File: src/rtl/subtractive_claim_timer.sv
module subtractive_claim_timer #(
  parameter int ADDR_W     = 32,
  parameter int CMD_W      = 4,
  parameter int MED_CLAIM  = 3,
  parameter int SLOW_CLAIM = 4
) (
  input  logic              clk,
  input  logic              rst,
  input  logic              mode_slow,
  input  logic              frame_n,
  input  logic              irdy_n,
  input  logic              devsel_n_in,
  input  logic [ADDR_W-1:0] ad,
  input  logic [CMD_W-1:0]  cbe,
  output logic              devsel_n_out,
  output logic              forward_req,
  output logic [ADDR_W-1:0] fwd_addr,
  output logic [CMD_W-1:0]  fwd_cmd
);
  localparam int CNT_W = $clog2(SLOW_CLAIM + 1);

  typedef enum logic [1:0] {S_IDLE, S_COUNT, S_CLAIM, S_SKIP} st_t;

  st_t            st;
  logic [CNT_W-1:0] cnt;
  logic           slow_q;

  wire             bus_idle = frame_n & irdy_n;
  wire [CNT_W-1:0] cnt_nx   = cnt + 1'b1;
  wire [CNT_W-1:0] limit    = slow_q ? CNT_W'(SLOW_CLAIM) : CNT_W'(MED_CLAIM);

  assign devsel_n_out = (st != S_CLAIM);

  always_ff @(posedge clk) begin
    if (rst) begin
      st          <= S_IDLE;
      cnt         <= '0;
      slow_q      <= 1'b0;
      forward_req <= 1'b0;
      fwd_addr    <= '0;
      fwd_cmd     <= '0;
    end else begin
      forward_req <= 1'b0;
      case (st)
        S_IDLE:
          if (!frame_n) begin
            st       <= S_COUNT;
            cnt      <= '0;
            slow_q   <= mode_slow;
            fwd_addr <= ad;
            fwd_cmd  <= cbe;
          end
        S_COUNT:
          if (bus_idle)              st <= S_IDLE;
          else if (!devsel_n_in)     st <= S_SKIP;
          else if (cnt_nx == limit) begin
            st          <= S_CLAIM;
            forward_req <= 1'b1;
          end else                   cnt <= cnt_nx;
        S_CLAIM, S_SKIP:
          if (bus_idle) st <= S_IDLE;
        default: st <= S_IDLE;
      endcase
    end
  end

  a_r1_reset_quiet: assert property (@(posedge clk) rst |=> (devsel_n_out && !forward_req));
  a_r6_single_pulse: assert property (@(posedge clk) disable iff (rst) forward_req |=> !forward_req);
  a_r6_pulse_with_claim: assert property (@(posedge clk) disable iff (rst) forward_req |-> !devsel_n_out);
  a_r6_claim_forwarded: assert property (@(posedge clk) disable iff (rst) $fell(devsel_n_out) |-> forward_req);
  a_r5_hold_claim: assert property (@(posedge clk) disable iff (rst)
    (!devsel_n_out && !(frame_n && irdy_n)) |=> !devsel_n_out);
  a_r5_release: assert property (@(posedge clk) disable iff (rst)
    (!devsel_n_out && frame_n && irdy_n) |=> devsel_n_out);
  a_r4_yield: assert property (@(posedge clk) disable iff (rst)
    (devsel_n_out && !devsel_n_in) |=> (devsel_n_out && !forward_req));
endmodule

File: config.mk
export PLATFORM = sky130hd
export DESIGN_NAME = subtractive_claim_timer
export DESIGN_NICKNAME = d
export VERILOG_FILES = /design/src/rtl/subtractive_claim_timer.sv
export SDC_FILE = /design/constraint.sdc
export NUM_CORES = 1
export LEC_CHECK = 0
export ABC_AREA = 1
export BUFFER_PORTS_ARGS = -buffer_cell sky130_fd_sc_hd__buf_2
export CAP_MARGIN = 10
export CORE_MARGIN = 2
export CORE_UTILIZATION = 49
export DETAILED_ROUTE_END_ITERATION = 7
export PLACE_DENSITY = 0.84
export SKIP_CTS_REPAIR_TIMING = 1
export SLEW_MARGIN = 10
export SYNTH_ARGS = -nofsm -noshare
export SYNTH_HDL_FRONTEND = slang
export SYNTH_SLANG_ARGS = --single-unit
File: constraint.sdc
create_clock -name clk -period 2.5 [get_ports clk]
set_input_delay 0.5 -clock clk [delete_from_list [all_inputs] [get_ports clk]]
set_output_delay 0.5 -clock clk [all_outputs]
set_load 0.005 [all_outputs]
==> results of run 1 <==
[per-stage QoR]
step	setup WS, ps	power, uW	std cells	utilization, %	hold WS [ps]
global placement	792	1780	342	62.8	460
global route	680	2300	350	64.4	336
finish	778	2100	350	64.4	371
CTS	754	2130	350	64.4	348
floorplan	1260	1550	227	-	444
detailed placement	780	1800	342	62.8	479
[routing by layer]
metal	wire length, um	vias to the layer above	track usage (%)
met2	1660	44	29.0
met3	203	2	5.59
met1	1660	687	23.4
li1	-	867	-
met4	27	0	6.67
met5	0	-	0
[logic make-up after synthesis]
logic type | count (synthesis) | synth area share [%]
adder cells (fa/ha/maj) | 1 | 0.744
AO/OA/AOI/OAI | 46 | 13.7
buffers and inverters | 24 | 6.85
AND/OR/NAND/NOR | 113 | 27.5
flip-flops | 43 | 51.2
[report_power, final]
group | switching, uW | internal, uW
sequential | 106 | 890
combinational | 472 | 315
clock | 213 | 109
total | 790 | 1310
[final cells by class]
type	instances	area [um^2]	area share (%)
Inverter	13	51.3	2.41
Timing Repair Buffer	80	403	18.9
Tap cell	46	57.6	2.70
Multi-Input combinational cell	160	706	33.1
Sequential cell	43	861	40.4
Clock inverter	2	12.5	0.587
Clock buffer	6	41.3	1.94
[worst paths after layout]
path	end	slack, ps
max	devsel_n_out	780
max reg2reg	slow_q	880
min	fwd_addr[2]	370
min reg2reg	slow_q	490
[sequential cells by signal, summed over array words and instances (netlist names)]
signal,cells
cnt,3
forward_req,1
fwd_addr,32
fwd_cmd,4
slow_q,1
st,2
[layout by cell type (no fill, tap or decap)]
master / Yosys / final
clkinv_2: 0 / 1
a21oi_1: 8 / 8
nand3_2: 1 / 1
ha_1: 1 / 1
o21ai_0: 32 / 32
nand2_2: 1 / 1
clkbuf_4: 0 / 5
nand2_1: 20 / 20
or2_2: 1 / 1
dfxtp_1: 43 / 43
clkinvlp_4: 0 / 1
inv_1: 11 / 11
nor2_2: 2 / 2
o21ai_1: 6 / 6
inv_4: 1 / 1
nand3_1: 5 / 5
buf_2: 6 / 79
inv_2: 1 / 1
nor2_8: 1 / 1
nor2_1: 82 / 82
clkbuf_1: 3 / 1
buf_4: 0 / 1
[worst max-delay path, cell delays in order (launching register included)]
cell and delay, ps:
dfxtp_1 390, inv_1 90, or2_2 270, buf_2 120
==> results.sh, run 1 <==
export IMPL_outcome="complete, no violations"
export IMPL_start_kind="flop"
export IMPL_syn_instance_count=227
export IMPL_crit_start="st[1]"
export IMPL_firstDrtPassIters=7
export IMPL_rsz0062_at_grt="no"
export IMPL_globalplace_congestion=0.775
export IMPL_cts_root_buf="clkbuf_4"
export IMPL_synth_area_per_cell_um2=7.41
export IMPL_io_buffer_count=79
export IMPL_synth_edf_count=0
export IMPL_ys_types=19
export IMPL_worstHoldStart="ad[2]"
export IMPL_period_share_pct=68.9
export IMPL_setup_tns_ps=0
export IMPL_synth_seq_area_share_pct=51.2
export IMPL_path_max_fanout=4
export IMPL_htreeDepth=2
export IMPL_critPathKind="flop to output port"
export IMPL_drc=0
export IMPL_vdd_drop_max_uv=559
export IMPL_numClockSinks=43
export IMPL_slew_viol_final=0
export IMPL_antenna_found_initial=0
export IMPL_die_area_um2=3920
export IMPL_p_leak_uw=0.00113
export IMPL_synthArstFlopShare_pct=0
export IMPL_cts_buffer_depth=2
export IMPL_synth_top_cell_by_area="dfxtp_1"
export IMPL_fp_dieH_um=62.6
export IMPL_regToRegStartpoint="st[1]"
export IMPL_synth_main_ff_cell="dfxtp_1"
export IMPL_cts_tree="done"
export IMPL_power_density_nw_per_um2=987
export IMPL_min_period_ps=1720
export IMPL_yosysMostFrequentCell="nor2_1"
export IMPL_fp_coreArea_um2=3310
export IMPL_yosysTopAreaCellShare_pct=51.2
export IMPL_wl_per_cell_um=10.1
export IMPL_top_level_ports=80
export IMPL_synthTopCellsByCount="nor2_1, dfxtp_1, o21ai_0"
export IMPL_fin_area_um2=2130
export IMPL_detail_route_antenna_nets=0
export IMPL_grt_use_total_pct=18.3
export IMPL_insertion_delay_ps=340
export IMPL_drt_iter0_drc=89
export IMPL_syn_num_nets=270
export IMPL_cts_buffers=5
export IMPL_area_delta_synth_final_pct=26.8
export IMPL_max_cap_violations=0
export IMPL_grt_pass1_vias=1350
export IMPL_clk_pin_slew_ps=120
export IMPL_cp_arrival_ps=1220
export IMPL_max_slew_margin_pct=58.3
export IMPL_dp_hpwl_um=2470
export IMPL_vias_per_cell=4.57
export IMPL_antennaDiodeCount=0
export IMPL_fmax_ghz=0.581
export IMPL_synth_seq_cells=43
export IMPL_r2r_cells=6
export IMPL_setup_viol=0
export IMPL_yosysWarnings=0
export IMPL_via_count=1600
export IMPL_final_nets=346
export IMPL_grt_ovfl_total=0
export IMPL_grt_pass1_wl_um=5740
export IMPL_hold_depth=3
export IMPL_wirelength_um=3550
export IMPL_die_w_um=62.6
export IMPL_syn_area_um2=1680
export IMPL_required_ps=2000
export IMPL_hold_viol=0
export IMPL_drive_gt1_share_pct=31.3
export IMPL_initial_core_util_pct=50.8
export IMPL_grt_start_max_net_pins=45
export IMPL_worst_slew_pin_transition_ps=625
export IMPL_yosys_top_cells_area="dfxtp_1, nor2_1, o21ai_0, nand2_1, inv_1"
export IMPL_hp_class="input pin to flop"
export IMPL_n_fill_cell=313
export IMPL_skew_ps=2.53
export IMPL_rows=21
export IMPL_endpoint_kind="output port"
export IMPL_placed_area_um2=2080
(Power assumes the default switching activity.)
==> run 2: changes to the inputs <==
--- a/config.mk
+++ b/config.mk
@@ -9,9 +9,9 @@
 export BUFFER_PORTS_ARGS = -buffer_cell sky130_fd_sc_hd__buf_2
 export CAP_MARGIN = 10
 export CORE_MARGIN = 2
-export CORE_UTILIZATION = 49
+export CORE_UTILIZATION = 41
 export DETAILED_ROUTE_END_ITERATION = 7
-export PLACE_DENSITY = 0.84
+export PLACE_DENSITY = 0.75
 export SKIP_CTS_REPAIR_TIMING = 1
 export SLEW_MARGIN = 10
 export SYNTH_ARGS = -nofsm -noshare
==> constraint.sdc (replaced) <==
create_clock -name clk -period 1.4 [get_ports clk]
set_input_delay 0.28 -clock clk [delete_from_list [all_inputs] [get_ports clk]]
set_output_delay 0.28 -clock clk [all_outputs]
set_load 0.005 [all_outputs]
==> run 2 against run 1 <==
Via count rose by 3.4%. Clock skew rose by 3.6 ps. Worst hold slack worse by 170 ps. Critical path depth rose by 4. Count of clock-buffer cells in the layout is 1 lower. Worst setup slack got worse by 720 ps. Largest power group unchanged. Combinational power increased by 97%. Cell area grew 6.1%.
==> results.sh, run 2 (synthesis gave the netlist of run 1 again) <==
export IMPL_detail_route_antenna_nets=0
export IMPL_wl_met3_um=220
export IMPL_fp_coreArea_um2=3970
export IMPL_setup_slack_ps=58.0
export IMPL_max_slew_margin_pct=78.8
export IMPL_endpoint_kind="flop"
export IMPL_power_density_nw_per_um2=1900
export IMPL_wl_per_cell_um=11.0
export IMPL_globalplace_congestion=0.789
export IMPL_drive_gt1_share_pct=34.6
export IMPL_top_register="fwd_addr"
export IMPL_dp_hpwl_um=2620
export IMPL_via_count=1654
export IMPL_antennaDiodeCount=0
export IMPL_grt_pass1_vias=1415
export IMPL_wirelength_um=3950
export IMPL_cp_arrival_ps=1540
export IMPL_vdd_drop_max_uv=981
export IMPL_area_delta_synth_final_pct=34.5
export IMPL_antenna_found_initial=0
export IMPL_initial_core_util_pct=42.3
export IMPL_worst_slew_pin_transition_ps=318
export IMPL_required_ps=1590
export IMPL_grt_pass1_wl_um=6010
export IMPL_drc=0
export IMPL_rows=23
export IMPL_final_nets=351
export IMPL_clk_pin_slew_ps=90
export IMPL_grt_ovfl_total=0
export IMPL_firstDrtPassIters=4
export IMPL_largest_registers="fwd_addr (32), fwd_cmd (4), cnt (3)"
export IMPL_critPathKind="flop to flop"
export IMPL_r2r_slack_ps=60
export IMPL_final_cell_mix="nor2_1, buf_2, dfxtp_1"
export IMPL_die_area_um2=4630
export IMPL_layout_commonest_cell="nor2_1"
export IMPL_io_buffer_count=79
export IMPL_dp_slack_ps=43.7
export IMPL_min_period_ps=1340
export IMPL_drt_iter0_drc=106
export IMPL_grt_use_total_pct=17.1
export IMPL_path_max_fanout=4
export IMPL_largest_reg_flops=32
export IMPL_wl_met1_um=1820
export IMPL_setup_tns_ps=0
export IMPL_top_level_ports=80
export IMPL_max_cap_violations=0
export IMPL_outcome="complete, no violations"
export IMPL_cts_root_buf="clkbuf_8"
export IMPL_setup_viol=0
export IMPL_skew_ps=6.10
export IMPL_grt_start_max_net_pins=45
export IMPL_htreeDepth=2
export IMPL_cts_buffer_depth=2
export IMPL_numClockSinks=43
export IMPL_cts_buffers=5
export IMPL_slew_viol_final=0
export IMPL_wl_met2_um=1830
export IMPL_start_kind="flop"
export IMPL_top_layer="met4"
export IMPL_p_leak_uw=0.00118
export IMPL_die_w_um=68.0
export IMPL_period_share_pct=95.9
export IMPL_fmax_ghz=0.745
export IMPL_cts_tree="done"
export IMPL_vias_per_cell=4.61
export IMPL_hold_viol=0
export IMPL_insertion_delay_ps=300
export IMPL_hp_class="input pin to flop"
export IMPL_fp_dieH_um=68.0
## run 2: cell count changes in the layout (fill, tap and decap cells not counted), sizes merged
cell | previous run | this run
clkinvlp | 1 | 0
buf | 80 | 84
clkbuf | 6 | 5
clkinv | 1 | 2
nand3 | 6 | 7
bufinv | 0 | 1
## run 2: layout make-up
cell class                      count  area (um^2)
Fill cell                         385         1710
Clock inverter                      3         43.8
Inverter                           13         53.8
Multi-Input combinational cell    161          733
Clock buffer                        5         68.8
Tap cell                           50         62.6
Sequential cell                    43          863
Timing Repair Buffer               84          437
## run 2: power by group
group | switching [uW] | internal [uW]
logic | 919 | 635
registers | 192 | 1600
clock network | 434 | 531
## run 2: final timing paths
path | from | to | cells past startpoint
max reg2reg | cnt[0] | cnt[0] | 7
min reg2reg | slow_q | slow_q | 2
max | cnt[0] | cnt[0] | 7
min | ad[15] | fwd_addr[15] | 3
## run 2: metrics by stage
step	area [um^2]	power [uW]	util, %	std cells	hold slack [ps]
2_1_floorplan	1680	2760	-	227	415
4_1_cts	2220	4250	55.9	357	188
6_report	2260	4310	57.0	359	199
3_5_place_dp	2110	3260	53.0	349	472
3_3_place_gp	2110	3230	53.0	349	463
5_1_grt	2260	4670	57.0	359	190
## run 2: critical path, stage by stage, from the launching register on
cell and delay (ps):
dfxtp_2 340, ha_1 310, inv_1 90, nor2_2 50
nand2_2 110, nand3_2 130, a21oi_1 160, nor2_1 60
## run 2: routing by layer
metal  track usage, %  vias to the layer above
li1                 -                      880
met1             20.8                      719
met2             27.7                       48
met3             5.59                        7
met4             7.50                        0
met5                0                        -
